===== src/rtl/hbd_pkg.sv =====
package hbd_pkg;

    localparam int SYNC_DEPTH = 2;

    typedef enum logic [1:0] {
        MODE_INDEP = 2'b00,
        MODE_COMPL = 2'b01,
        MODE_RSV2  = 2'b10,
        MODE_RSV3  = 2'b11
    } mode_e;

    typedef enum logic [1:0] {
        NODE_FLOAT = 2'b00,
        NODE_LOW   = 2'b01,
        NODE_HIGH  = 2'b10
    } node_e;

    typedef struct packed {
        logic hi;
        logic lo;
    } phase_cmd_t;

    typedef struct packed {
        logic  gh;
        logic  gl;
        node_e node;
    } phase_out_t;

    localparam phase_out_t OUT_OFF  = '{gh: 1'b0, gl: 1'b0, node: NODE_FLOAT};
    localparam phase_out_t OUT_HIGH = '{gh: 1'b1, gl: 1'b0, node: NODE_HIGH};
    localparam phase_out_t OUT_LOW  = '{gh: 1'b0, gl: 1'b1, node: NODE_LOW};

    function automatic phase_out_t decode_phase(mode_e m, phase_cmd_t c);
        phase_out_t r;
        r = OUT_OFF;
        unique case (m)
            MODE_INDEP: begin
                if (c.hi && !c.lo)      r = OUT_HIGH;
                else if (c.lo && !c.hi) r = OUT_LOW;
                else                    r = OUT_OFF;
            end
            MODE_COMPL: begin
                if (!c.lo)     r = OUT_OFF;
                else if (c.hi) r = OUT_HIGH;
                else           r = OUT_LOW;
            end
            default: r = OUT_OFF;
        endcase
        return r;
    endfunction

endpackage


===== src/rtl/hbd_sync.sv =====
module hbd_sync #(
    parameter int WIDTH = 8,
    parameter int DEPTH = 2
) (
    input  logic             clk,
    input  logic             rst,
    input  logic [WIDTH-1:0] d,
    output logic [WIDTH-1:0] q
);
    logic [WIDTH-1:0] stg [DEPTH];

    genvar i;
    generate
        for (i = 0; i < DEPTH; i++) begin : g_stage
            always_ff @(posedge clk) begin
                if (rst) stg[i] <= '0;
                else if (i == 0) stg[i] <= d;
                else stg[i] <= stg[(i == 0) ? 0 : i-1];
            end
        end
    endgenerate

    assign q = stg[DEPTH-1];
endmodule


===== src/rtl/hbd_phase_dec.sv =====
module hbd_phase_dec
    import hbd_pkg::*;
(
    input  mode_e      mode,
    input  phase_cmd_t cmd,
    output logic       gh,
    output logic       gl,
    output logic [1:0] node
);
    phase_out_t res;

    always_comb begin
        res  = decode_phase(mode, cmd);
        gh   = res.gh;
        gl   = res.gl;
        node = res.node;
    end
endmodule


===== src/rtl/hbd_pwm_decoder.sv =====
module hbd_pwm_decoder
    import hbd_pkg::*;
#(
    parameter int NUM_PHASES = 3
) (
    input  logic                    clk,
    input  logic                    rst,
    input  logic [1:0]              mode_sel,
    input  logic [NUM_PHASES-1:0]   cmd_hi,
    input  logic [NUM_PHASES-1:0]   cmd_lo,
    output logic [NUM_PHASES-1:0]   gate_hi,
    output logic [NUM_PHASES-1:0]   gate_lo,
    output logic [2*NUM_PHASES-1:0] node_state
);
    localparam int SW = 2 + 2*NUM_PHASES;
    localparam int WW = $clog2(SYNC_DEPTH + 1);

    logic [SW-1:0]         raw_in, syn_out;
    logic [NUM_PHASES-1:0] s_hi, s_lo;
    mode_e                 s_mode;

    assign raw_in = {mode_sel, cmd_hi, cmd_lo};

    hbd_sync #(.WIDTH(SW), .DEPTH(SYNC_DEPTH)) u_sync (
        .clk (clk),
        .rst (rst),
        .d   (raw_in),
        .q   (syn_out)
    );

    assign s_mode = mode_e'(syn_out[SW-1 -: 2]);
    assign s_hi   = syn_out[2*NUM_PHASES-1 -: NUM_PHASES];
    assign s_lo   = syn_out[NUM_PHASES-1:0];

    // Warm-up count so the decode checks see a full history since reset
    logic [WW-1:0] warm_cnt;
    logic          warm;
    always_ff @(posedge clk) begin
        if (rst) warm_cnt <= '0;
        else if (warm_cnt != WW'(SYNC_DEPTH)) warm_cnt <= warm_cnt + 1'b1;
    end
    assign warm = (warm_cnt == WW'(SYNC_DEPTH));

    genvar p;
    generate
        for (p = 0; p < NUM_PHASES; p++) begin : g_ph
            phase_cmd_t pc;
            assign pc = '{hi: s_hi[p], lo: s_lo[p]};

            hbd_phase_dec u_dec (
                .mode (s_mode),
                .cmd  (pc),
                .gh   (gate_hi[p]),
                .gl   (gate_lo[p]),
                .node (node_state[2*p +: 2])
            );

            AST_NO_SHOOT_THROUGH: assert property (@(posedge clk) disable iff (rst)
                !(gate_hi[p] && gate_lo[p]));
            AST_NODE_MATCHES_GATES: assert property (@(posedge clk) disable iff (rst)
                ((node_state[2*p +: 2] == 2'b10) == gate_hi[p]) &&
                ((node_state[2*p +: 2] == 2'b01) == gate_lo[p]));
            AST_RSVD_ALL_OFF: assert property (@(posedge clk) disable iff (rst)
                (warm && $past(mode_sel[1], 2)) |-> (!gate_hi[p] && !gate_lo[p]));
            AST_INDEP_BOTH_FLOATS: assert property (@(posedge clk) disable iff (rst)
                (warm && $past(mode_sel, 2) == 2'b00 && $past(cmd_hi[p], 2) && $past(cmd_lo[p], 2))
                |-> (node_state[2*p +: 2] == 2'b00));
            AST_COMPL_DISABLED_FLOATS: assert property (@(posedge clk) disable iff (rst)
                (warm && $past(mode_sel, 2) == 2'b01 && !$past(cmd_lo[p], 2))
                |-> (!gate_hi[p] && !gate_lo[p]));
        end
    endgenerate

endmodule


===== config.mk =====
export PLATFORM = sky130hd
export DESIGN_NAME = hbd_pwm_decoder
export DESIGN_NICKNAME = d
export VERILOG_FILES = /design/src/rtl/hbd_pkg.sv /design/src/rtl/hbd_sync.sv /design/src/rtl/hbd_phase_dec.sv /design/src/rtl/hbd_pwm_decoder.sv
export SDC_FILE = /design/constraint.sdc
export NUM_CORES = 1
export LEC_CHECK = 0
export BUFFER_PORTS_ARGS = -buffer_cell sky130_fd_sc_hd__buf_4
export CORE_MARGIN = 8
export CORE_UTILIZATION = 41
export CTS_CLUSTER_DIAMETER = 80
export DETAILED_ROUTE_END_ITERATION = 12
export GPL_TIMING_DRIVEN = 1
export PLACE_DENSITY_LB_ADDON = 0.12
export RECOVER_POWER = 25
export SLEW_MARGIN = 20
export SYNTH_ARGS = -nofsm -noshare
export SYNTH_HDL_FRONTEND = slang
export SYNTH_SLANG_ARGS = --single-unit
export TNS_END_PERCENT = 10

===== constraint.sdc =====
create_clock -name clk -period 1.1 [get_ports clk]
set_clock_uncertainty 0.15 [all_clocks]
set_input_delay 0.22 -clock clk [delete_from_list [all_inputs] [get_ports clk]]
set_output_delay 0.22 -clock clk [all_outputs]
set_load 0.02 [all_outputs]

==> reports/summary.txt, run 1 <==
=====================================================================================
Antenna cell count .....................................................            0
Inserted Clock Buffers .................................................            3
Final wirelength .......................................................       879 um
Final std cells w/o fill ...............................................           88
Number of levels the H-tree was split into .............................            1
Final Cycle Share ......................................................         136%
Clk Latency, worst-skew pair ...........................................      0.27 ns
Maximum clock path buffer count ........................................            2
Worst hold-check path type .............................................    in -> reg
First-pass GRT wire length .............................................      1240 um
Final slew viol count ..................................................            0
Data arrival time of the worst path ....................................      1.13 ns
Synthesized Nets .......................................................           64
Worst-path maximum fanout ..............................................            3
Setup repair after global routing missed its margin ....................         true
Category of the worst setup path capture point .........................   output pin
Unique cell type count in the Yosys netlist ............................            8
Largest net degree at the start of global routing ......................           17
Post-layout min period .................................................      1.50 ns
Final design utilization ...............................................        61.3%
Initial cell density of the core .......................................        44.6%
Setup-violating endpoint count in the final report .....................           12
CTS tree ...............................................................        built
Total of warnings raised by yosys ......................................            0
Residual overflow from global routing ..................................            0
Max_slew headroom ......................................................        62.3%
Vertical die dimension .................................................      54.1 um
Drt pass-1 iters .......................................................            2
CTS Sinks ..............................................................           16
#FFs+latches synth .....................................................           16
Die width ..............................................................      54.1 um
Run status ............................................................. finished with violations
Power per cell area .................................................... 1370 mW/mm^2
Vias after detailed routing ............................................          365
Die ar. ................................................................ 0.00292 sq mm
Gate count after technology mapping ....................................           54
Via count of the first global-routing pass .............................          328
Failing checks ......................................................... negative setup slack
Required arrival time at the worst endpoint ............................      0.73 ns
Most flop-heavy register ...............................................   u_sync.stg
Post-synthesis area per instance .......................................   11.0 sq um
Leading registers by flop count ........................................ u_sync.stg x16
Average vias per placed instance .......................................         4.15
Summed instance area of the synthesized netlist ........................    594 sq um
DRC violation count after routing ......................................            0
Max reg flops ..........................................................           16
Slew of the pin with the lowest slew margin ............................     0.566 ns
Initial DRC count ......................................................            1
Root cell of the clock tree ............................................     clkbuf_4
Total number of placement rows .........................................           13
Type of the worst setup path ...........................................   reg -> out
Core Box Area .......................................................... 0.00133 sq mm
Sequential area share after synthesis ..................................        53.9%
Final weighted congestion of routability-driven global placement .......        0.723
Leak pwr ...............................................................  0.000384 uW
Post-layout nets .......................................................           84
CP Launch Type .........................................................     register
Final setup margin .....................................................    -0.398 ns
Final-report hold violation count ......................................            0
Max Clock Freq .........................................................      668 MHz
Total Routing Usage GR .................................................        5.93%
Placed instance area ...................................................    686 sq um
Count of nets left with antenna violations after detail routing ........            0
# fillers ..............................................................          114
VDD IR-drop max ........................................................     0.698 mV
Share of final-layout standard cells stronger than drive strength 1 ....        46.6%
Drt wl/cell ............................................................      9.99 um
# port buffers .........................................................           21
Setup slack after placement ............................................    -0.124 ns
Reported max-cap violation count .......................................            0
Placed instance count ..................................................           77
Layout-stage area growth over the synthesis result .....................        37.5%
Cell area after layout .................................................    817 sq um
Number of ports placed on the die boundary .............................           22
Clock-pin slew of the registers on the worst-case setup and hold paths .      0.08 ns
Number of antenna violations at the first check in global routing ......            0
=====================================================================================
-- power breakdown --
group	switching [uW]	leakage [uW]	internal [uW]
clock network	162	0.0000210	201
logic	53.7	0.000229	80.9
registers	14.5	0.000134	606
total	230	0.000384	888
-- timing repair --
action | in CTS | in global routing
gates resized for setup | 6 | 3
setup endpoints to repair | 12 | 12
hold endpoints to repair | 7 | 0
hold buffers | 7 | 0
pin swaps | 1 | 0
buffers inserted | 0 | 0
-- final cells by class --
| class | count | area, sq um | share of cell area [%] |
|---|---|---|---|
| Sequential cell | 16 | 328 | 40.1 |
| Multi-Input combinational cell | 25 | 210 | 25.7 |
| Tap cell | 15 | 18.8 | 2.30 |
| Clock buffer | 4 | 36.3 | 4.44 |
| Timing Repair Buffer | 28 | 224 | 27.4 |
-- routing by layer --
layer / vias to the layer above / share of wire [%] / track usage [%]
met1: 146 / 35 / 4.84
met2: 22 / 43 / 10.8
met4: 0 / 2.4 / 3.69
met3: 2 / 19 / 3.31
met5: - / 0 / 0
li1: 195 / - / -
-- worst paths after layout --
kind | start | end | slack, ns | cells past startpoint
setup / recovery | u_sync.stg[1][6]$_SDFF_PP0_ | gate_hi[2] | -0.40 | 3
hold / removal | cmd_lo[0] | u_sync.stg[0][0]$_SDFF_PP0_ | 0.02 | 2
setup reg to reg | u_sync.stg[0][6]$_SDFF_PP0_ | u_sync.stg[1][6]$_SDFF_PP0_ | 0.41 | 1
hold reg to reg | u_sync.stg[0][5]$_SDFF_PP0_ | u_sync.stg[1][5]$_SDFF_PP0_ | 0.29 | 1
-- layout by cell type (no fill, tap or decap) --
| cell | Yosys | final |
|---|---|---|
| clkbuf_8 | 0 | 1 |
| dfxtp_1 | 16 | 12 |
| xor2_1 | 3 | 3 |
| clkbuf_4 | 0 | 3 |
| and2b_1 | 2 | 2 |
| dlygate4sd3_1 | 0 | 7 |
| buf_4 | 12 | 20 |
| nor3b_2 | 1 | 5 |
| dfxtp_4 | 0 | 1 |
| dfxtp_2 | 0 | 3 |
| nor3b_4 | 0 | 1 |
| nor2b_1 | 14 | 14 |
| clkbuf_1 | 0 | 1 |
-- cells by family (layout without fill, tap and decap cells) --
group | after synthesis | in the layout | synth area share, %
AND/OR/NAND/NOR | 22 | 22 | 25.7
flip-flops | 16 | 16 | 53.9
buffers and inverters | 13 | 32 | 16.0
XOR/XNOR | 3 | 3 | 4.42
-- synth_stat cells --
| cell | number | area (sq um) |
|---|---|---|
| dfxtp_1 | 16 | 320 |
| buf_2 | 1 | 5.00 |
| nor2b_1 | 14 | 87.6 |
| buf_4 | 12 | 90.1 |
| xor2_1 | 3 | 26.3 |
| nor3b_2 | 1 | 12.5 |
| nor3b_1 | 5 | 37.5 |
| and2b_1 | 2 | 15.0 |
-- stage by stage --
| stage | hold WS, ns | setup TNS [ns] | power (uW) |
|---|---|---|---|
| final | 0.0191 | -4.10 | 1120 |
| after global routing | 0.0166 | -4.93 | 1180 |
| after CTS | 0.0144 | -4.24 | 1130 |
| after detailed placement | 0.275 | -1.32 | 748 |
| after global placement | 0.269 | -1.20 | 747 |
| after floorplan | 0.142 | -0.669 | 714 |
-- worst max-delay path, cell delays in order (launching register included) --
cell	delay [ns]
dfxtp_2	0.35
xor2_1	0.16
nor3b_2	0.18
buf_4	0.17
Note: power is estimated with default switching activity, not from simulation.
==> run 2, diff against run 1 <==
--- a/config.mk
+++ b/config.mk
@@ -6,13 +6,13 @@
 export NUM_CORES = 1
 export LEC_CHECK = 0
 export BUFFER_PORTS_ARGS = -buffer_cell sky130_fd_sc_hd__buf_4
-export CORE_MARGIN = 8
 export CORE_UTILIZATION = 41
 export CTS_CLUSTER_DIAMETER = 80
 export DETAILED_ROUTE_END_ITERATION = 12
 export GPL_TIMING_DRIVEN = 1
-export PLACE_DENSITY_LB_ADDON = 0.12
+export PLACE_DENSITY = 0.71
 export RECOVER_POWER = 25
+export SKIP_LAST_GASP = 1
 export SLEW_MARGIN = 20
 export SYNTH_ARGS = -nofsm -noshare
 export SYNTH_HDL_FRONTEND = slang
==> reports/summary.txt, run 2 (synthesis results as in run 1) <==
=====================================================================================
Run status ............................................................. finished with violations
Failing checks ......................................................... negative setup slack
Via count of the first global-routing pass .............................          311   -5.2%
Slack of the worst reg-to-reg path .....................................      0.40 ns   about the same
DRC violation count after routing ......................................            0   unchanged
Root cell of the clock tree ............................................     clkbuf_4
Final-report hold violation count ......................................            0   unchanged
Worst hold-check path type .............................................    in -> reg
Number of levels the H-tree was split into .............................            1   unchanged
Number of cells traversed by the worst register-to-register path .......            1   unchanged
Average vias per placed instance .......................................         4.26   +2.8%
# port buffers .........................................................           21   unchanged
Initial cell density of the core .......................................        45.1%   +0.55 points
Worst Hold Slack .......................................................   0.00821 ns   -0.0109 ns
Slew of the pin with the lowest slew margin ............................     0.591 ns   +0.0248 ns
First-pass GRT wire length .............................................      1160 um   -6.7%
Final setup margin .....................................................    -0.404 ns   -0.00581 ns
Inserted Clock Buffers .................................................            3   unchanged
Max reg flops ..........................................................           16   unchanged
Antenna cell count .....................................................            0   unchanged
Cell area after layout .................................................    795 sq um   -2.8%
Setup repair after global routing missed its margin ....................         true
Final Total Pwr ........................................................      1120 uW   about the same
Type of the worst setup path ...........................................   reg -> out
Hold path startpoint ...................................................    cmd_hi[1]
Capturing point of the worst reg2reg path .............................. u_sync.stg[1][6]$_SDFF_PP0_
Clk Latency, worst-skew pair ...........................................      0.28 ns   about the same
Die width ..............................................................      40.1 um   -26%
Drt wl/cell ............................................................      8.85 um   -11%
Residual overflow from global routing ..................................            0   unchanged
Power per cell area .................................................... 1410 mW/mm^2   +2.8%
Reported max-cap violation count .......................................            0   unchanged
Setup-violating endpoint count in the final report .....................           12   unchanged
Required arrival time at the worst endpoint ............................      0.73 ns   about the same
CTS Sinks ..............................................................           16   unchanged
R2r startpoint ......................................................... u_sync.stg[0][6]$_SDFF_PP0_
Max_slew headroom ......................................................        60.6%   -1.7 points
Number of antenna violations at the first check in global routing ......            0   unchanged
Post-layout min period .................................................      1.50 ns   +0.00581 ns
Category of the worst setup path capture point .........................   output pin
Worst Hold Endpoint .................................................... u_sync.stg[0][4]$_SDFF_PP0_
Clock-pin slew of the registers on the worst-case setup and hold paths .      0.09 ns   about the same
Total number of placement rows .........................................           13   unchanged
Leading registers by flop count ........................................ u_sync.stg x16
Placed instance area ...................................................    686 sq um   unchanged
Postcts setup bufs .....................................................            0   unchanged
Vertical die dimension .................................................      40.1 um   -26%
Core Box Area .......................................................... 0.00132 sq mm   -1.2%
CP Launch Type .........................................................     register
Vias after detailed routing ............................................          371   +1.6%
Share of final-layout standard cells stronger than drive strength 1 ....        43.1%   -3.5 points
Cells on Worst Hold Path ...............................................            2   unchanged
Worst-path maximum fanout ..............................................            3   unchanged
Final wirelength .......................................................       770 um   -12%
Initial DRC count ......................................................            0   -1
Leak pwr ...............................................................  0.000380 uW   -1.2%
Largest net degree at the start of global routing ......................           17   unchanged
Total Routing Usage GR .................................................        12.1%   +6.2 points
Max Clock Freq .........................................................      665 MHz   -0.39%
Most flop-heavy register ...............................................   u_sync.stg
Number of ports placed on the die boundary .............................           22   unchanged
Commonest non-fill, non-tap cells in the layout ........................ 20 x buf_4, 15 x dfxtp_1, 14 x nor2b_1
Data arrival time of the worst path ....................................      1.13 ns   about the same
VDD IR-drop max ........................................................     0.972 mV   +39%
CTS tree ...............................................................        built
Final weighted congestion of routability-driven global placement .......        0.617   -15%
Drt pass-1 iters .......................................................            1   -1
Final Cycle Share ......................................................         137%   +0.53 points
Layout-stage area growth over the synthesis result .....................        33.7%
Die ar. ................................................................ 0.00161 sq mm   -45%
Count of nets left with antenna violations after detail routing ........            0   unchanged
Final slew viol count ..................................................            0   unchanged
Maximum clock path buffer count ........................................            2   unchanged
Post-layout nets .......................................................           83   -1.2%
# fillers ..............................................................          122   +7.0%
Most common cell after layout, fill and taps aside .....................        buf_4
=====================================================================================
## run 2: stage by stage
stage                     setup TNS (ns)  setup WS (ns)  utilization, %  instances
after global placement             -1.10         -0.104            52.0         77
after global routing               -5.55         -0.506            60.3         87
after detailed placement           -1.45         -0.156            52.0         77
after CTS                          -4.71         -0.425            60.6         87
after floorplan                   -0.669        -0.0893               -         54
final                              -4.46         -0.404            60.3         87
## run 2: repair_timing
action	in CTS	in global routing
hold endpoints to repair	6	0
setup endpoints to repair	12	12
pin swaps	0	0
gates resized for setup	4	0
hold buffers	6	0
## run 2: metal layers
metal | global-route usage, % | share of wire (%)
met1 | 10.3 | 39
met2 | 21.4 | 52
met3 | 5.00 | 8.2
met4 | 10.3 | 0
met5 | 0 | 0
## run 2: final cells by class
type	instances	area, sq um	share of cell area (%)
tap	15	18.8	2.36
sequential	16	322	40.5
multi-input combinational	25	204	25.7
timing repair buffer	27	214	26.9
clock buffer	4	36.3	4.57
## run 2: report_power, final
group / switching [uW] / internal, uW / leakage (uW)
clock network: 166 / 201 / 0.0000210
registers: 13.4 / 606 / 0.000133
logic: 53.2 / 77.3 / 0.000226
total: 232 / 885 / 0.000380
## run 2: worst max path at each step
stage,cells past startpoint,slack [ns],start,endpoint
final,3,-0.40,u_sync.stg[1][6]$_SDFF_PP0_,node_state[5]
after global routing,3,-0.51,u_sync.stg[1][6]$_SDFF_PP0_,gate_hi[2]
after CTS,3,-0.42,u_sync.stg[1][6]$_SDFF_PP0_,node_state[5]
after detailed placement,2,-0.16,u_sync.stg[1][7]$_SDFF_PP0_,gate_lo[1]
after global placement,3,-0.10,u_sync.stg[1][6]$_SDFF_PP0_,node_state[5]
after floorplan,3,-0.09,u_sync.stg[1][6]$_SDFF_PP0_,gate_hi[2]
## run 2: critical path: stages, from the launching register on
cell and delay (ns):
dfxtp_2 0.35, xor2_1 0.16, nor3b_2 0.18, buf_4 0.17
==> run 3, diff against run 2 <==
--- a/config.mk
+++ b/config.mk
@@ -5,12 +5,15 @@
 export SDC_FILE = /design/constraint.sdc
 export NUM_CORES = 1
 export LEC_CHECK = 0
+export ABC_AREA = 1
 export BUFFER_PORTS_ARGS = -buffer_cell sky130_fd_sc_hd__buf_4
-export CORE_UTILIZATION = 41
+export CELL_PAD_IN_SITES_DETAIL_PLACEMENT = 2
+export CELL_PAD_IN_SITES_GLOBAL_PLACEMENT = 2
+export CORE_UTILIZATION = 23
 export CTS_CLUSTER_DIAMETER = 80
 export DETAILED_ROUTE_END_ITERATION = 12
 export GPL_TIMING_DRIVEN = 1
-export PLACE_DENSITY = 0.71
+export PLACE_DENSITY_LB_ADDON = 0.1
 export RECOVER_POWER = 25
 export SKIP_LAST_GASP = 1
 export SLEW_MARGIN = 20
==> reports/summary.txt, run 3 <==
======================================================================================
Run status .............................................................. finished with violations
Failing checks .......................................................... negative setup slack
Required arrival time at the worst endpoint .............................      0.73 ns   about the same
Post-layout min period ..................................................      1.43 ns   -0.0698 ns
Power per cell area ..................................................... 1260 mW/mm^2   -10%
Placed instance count ...................................................          122   +58%
Max Clock Freq ..........................................................      697 MHz   +4.9%
Inserted Clock Buffers ..................................................            3   unchanged
Summed negative setup slack over all endpoints ..........................     -3.66 ns   +0.805 ns
Library cell contributing the largest single delay on the critical path .      dfxtp_4
Cell-by-cell trace of the critical path ................................. inv_4 > nand2_2 > nand2_2 > nor2_4 > buf_6
Critical path origin .................................................... u_sync.stg[1][6]$_SDFF_PP0_
Gate count after technology mapping .....................................           85   +57%
Final Cycle Share .......................................................         130%   -6.3 points
Total of warnings raised by yosys .......................................            0   unchanged
Synthesized Nets ........................................................           95   +48%
Number of enable-type register cells in the synthesized netlist .........            0   unchanged
CTS tree ................................................................        built
Total Routing Usage GR ..................................................        8.43%   -3.7 points
Final slew viol count ...................................................            0   unchanged
Type of the worst setup path ............................................   reg -> out
Total number of placement rows ..........................................           18   +5
Number of levels the H-tree was split into ..............................            1   unchanged
# fillers ...............................................................          300   +150%
Root cell of the clock tree .............................................     clkbuf_4
Category of the worst setup path capture point ..........................   output pin
Maximum clock path buffer count .........................................            2   unchanged
Most area-consuming cells after synthesis ............................... dfxtp_1 49%, buf_4 14%, inv_1 12%
Post-DP HPWL ............................................................       873 um
VDD IR-drop max .........................................................     0.670 mV   -31%
Slew of the pin with the lowest slew margin .............................     0.181 ns   -0.410 ns
Largest net degree at the start of global routing .......................           17   unchanged
Core Box Area ........................................................... 0.00259 sq mm   +97%
Clock-pin slew of the registers on the worst-case setup and hold paths ..      0.09 ns   about the same
Crit path buffers/inverters .............................................            2   +1
DRC violation count after routing .......................................            0   unchanged
Most common cell after layout, fill and taps aside ......................        inv_1
Setup slack after placement .............................................   -0.0781 ns   +0.0779 ns
Initial cell density of the core ........................................        25.3%   -20 points
Main synth FF type ......................................................      dfxtp_1
Reported max-cap violation count ........................................            0   unchanged
Post-synthesis area per instance ........................................   7.70 sq um   -30%
Leak pwr ................................................................  0.000459 uW   +21%
Max_slew headroom .......................................................        87.9%   +27 points
Initial DRC count .......................................................            2   +2
Most repeated library cell on the critical path .........................      nand2_2
Post-synth top area cell ................................................      dfxtp_1
Die width ...............................................................      55.3 um   +38%
Final std cells w/o fill ................................................          134   +54%
Commonest non-fill, non-tap cells in the layout ......................... 19 x inv_1, 17 x buf_4, 13 x nor2_1
CP Launch Type ..........................................................     register
Cell type group with the largest total delay on the critical path .......   flip-flops
Synth top cells by count ................................................ 21 x inv_1, 16 x dfxtp_1, 16 x nor2_1
Vias after detailed routing .............................................          516   +39%
Post-layout nets ........................................................          115   +39%
Setup-violating endpoint count in the final report ......................           12   unchanged
Count of nets left with antenna violations after detail routing .........            0   unchanged
Unique cell type count in the Yosys netlist .............................            9   +1
Final-report hold violation count .......................................            0   unchanged
Dominant cell by count in the synthesized netlist .......................        inv_1
Vertical die dimension ..................................................      55.3 um   +38%
Max reg flops ...........................................................           16   unchanged
Hold path startpoint ....................................................          rst
Yosys top cell area share ...............................................        48.9%   -4.9 points
Layout-stage area growth over the synthesis result ......................        40.3%
Residual overflow from global routing ...................................            0   unchanged
Setup repair after global routing missed its margin .....................         true
Number of ports placed on the die boundary ..............................           22   unchanged
First-pass GRT wire length ..............................................      2000 um   +73%
Drt pass-1 iters ........................................................            3   +2
Postcts setup bufs ......................................................            0   unchanged
Final weighted congestion of routability-driven global placement ........        0.673   +9.2%
Clk Latency, worst-skew pair ............................................      0.28 ns   about the same
Most flop-heavy register ................................................   u_sync.stg
Drt wl/cell .............................................................      8.75 um   -1.2%
Antenna cell count ......................................................            0   unchanged
Average vias per placed instance ........................................         3.85   -9.7%
#FFs+latches synth ......................................................           16   unchanged
CTS Sinks ...............................................................           16   unchanged
Die ar. ................................................................. 0.00306 sq mm   +91%
Worst hold-check path type ..............................................    in -> reg
Final setup margin ......................................................    -0.334 ns   +0.0698 ns
Final wirelength ........................................................      1170 um   +52%
# port buffers ..........................................................           21   unchanged
Summed instance area of the synthesized netlist .........................    654 sq um   +10%
Sequential area share after synthesis ...................................        48.9%   -4.9 points
Number of antenna violations at the first check in global routing .......            0   unchanged
Delay of the slowest cell on the worst path .............................      0.38 ns   +0.03 ns
Fraction of registers with async set/reset ..............................           0%   unchanged
Data arrival time of the worst path .....................................      1.06 ns   -0.07 ns
Leading registers by flop count ......................................... u_sync.stg x16
Worst-path maximum fanout ...............................................            4   +1
R2r startpoint .......................................................... u_sync.stg[0][2]$_SDFF_PP0_
Share of final-layout standard cells stronger than drive strength 1 .....        43.3%   +0.21 points
Via count of the first global-routing pass ..............................          478   +54%
Worst Hold Slack ........................................................    0.0687 ns   +0.0605 ns
======================================================================================
run 3: through the flow:
step	instance area, sq um	power (uW)	util, %
final	918	1160	35.5
after global routing	918	1240	35.5
after CTS	867	1170	33.5
after detailed placement	734	762	28.4
after global placement	734	758	28.4
after floorplan	656	731	-
run 3: cell families after synthesis:
kind of cell           after synthesis  share of synthesized area [%]
buffers and inverters               35                           29.8
flip-flops                          16                           48.9
AND/OR/NAND/NOR                     34                           21.2
run 3: timing repair:
item / in CTS / in global routing
setup endpoints to repair: 12 / 12
hold endpoints to repair: 7 / 1
resized for setup: 9 / 14
pin swaps: 2 / 3
hold buffers: 7 / 1
run 3: worst register-to-register path, cell delays in order, from the launching register on:
cell and delay (ns):
dfxtp_1 0.32, inv_1 0.03, nor2_1 0.08
run 3: worst paths after layout:
kind,cells past startpoint,to,slack [ns]
setup reg to reg,2,u_sync.stg[1][2]$_SDFF_PP0_,0.45
setup / recovery,5,gate_hi[2],-0.33
hold reg to reg,2,u_sync.stg[1][1]$_SDFF_PP0_,0.26
hold / removal,2,u_sync.stg[1][6]$_SDFF_PP0_,0.07
run 3: report_power, final:
group | internal, uW | switching, uW | leakage, uW
sequential | 606 | 14.7 | 0.000135
clock | 201 | 172 | 0.0000210
combinational | 85.2 | 79.9 | 0.000303
run 3: final cells by class:
class | instances | area (sq um) | share of cell area [%]
inverters | 21 | 81.3 | 8.86
clock buffers | 4 | 36.3 | 3.95
multi-input cells | 34 | 181 | 19.8
repair buffers | 29 | 253 | 27.5
well taps | 30 | 37.5 | 4.09
flip-flops and latches | 16 | 329 | 35.8
run 3: metal layers:
metal	vias up	wire [um]	track usage, %
li1	264	-	-
met1	234	477	8.61
met2	16	626	14.1
met3	2	52	2.81
met4	0	15	6.43
met5	-	0	0
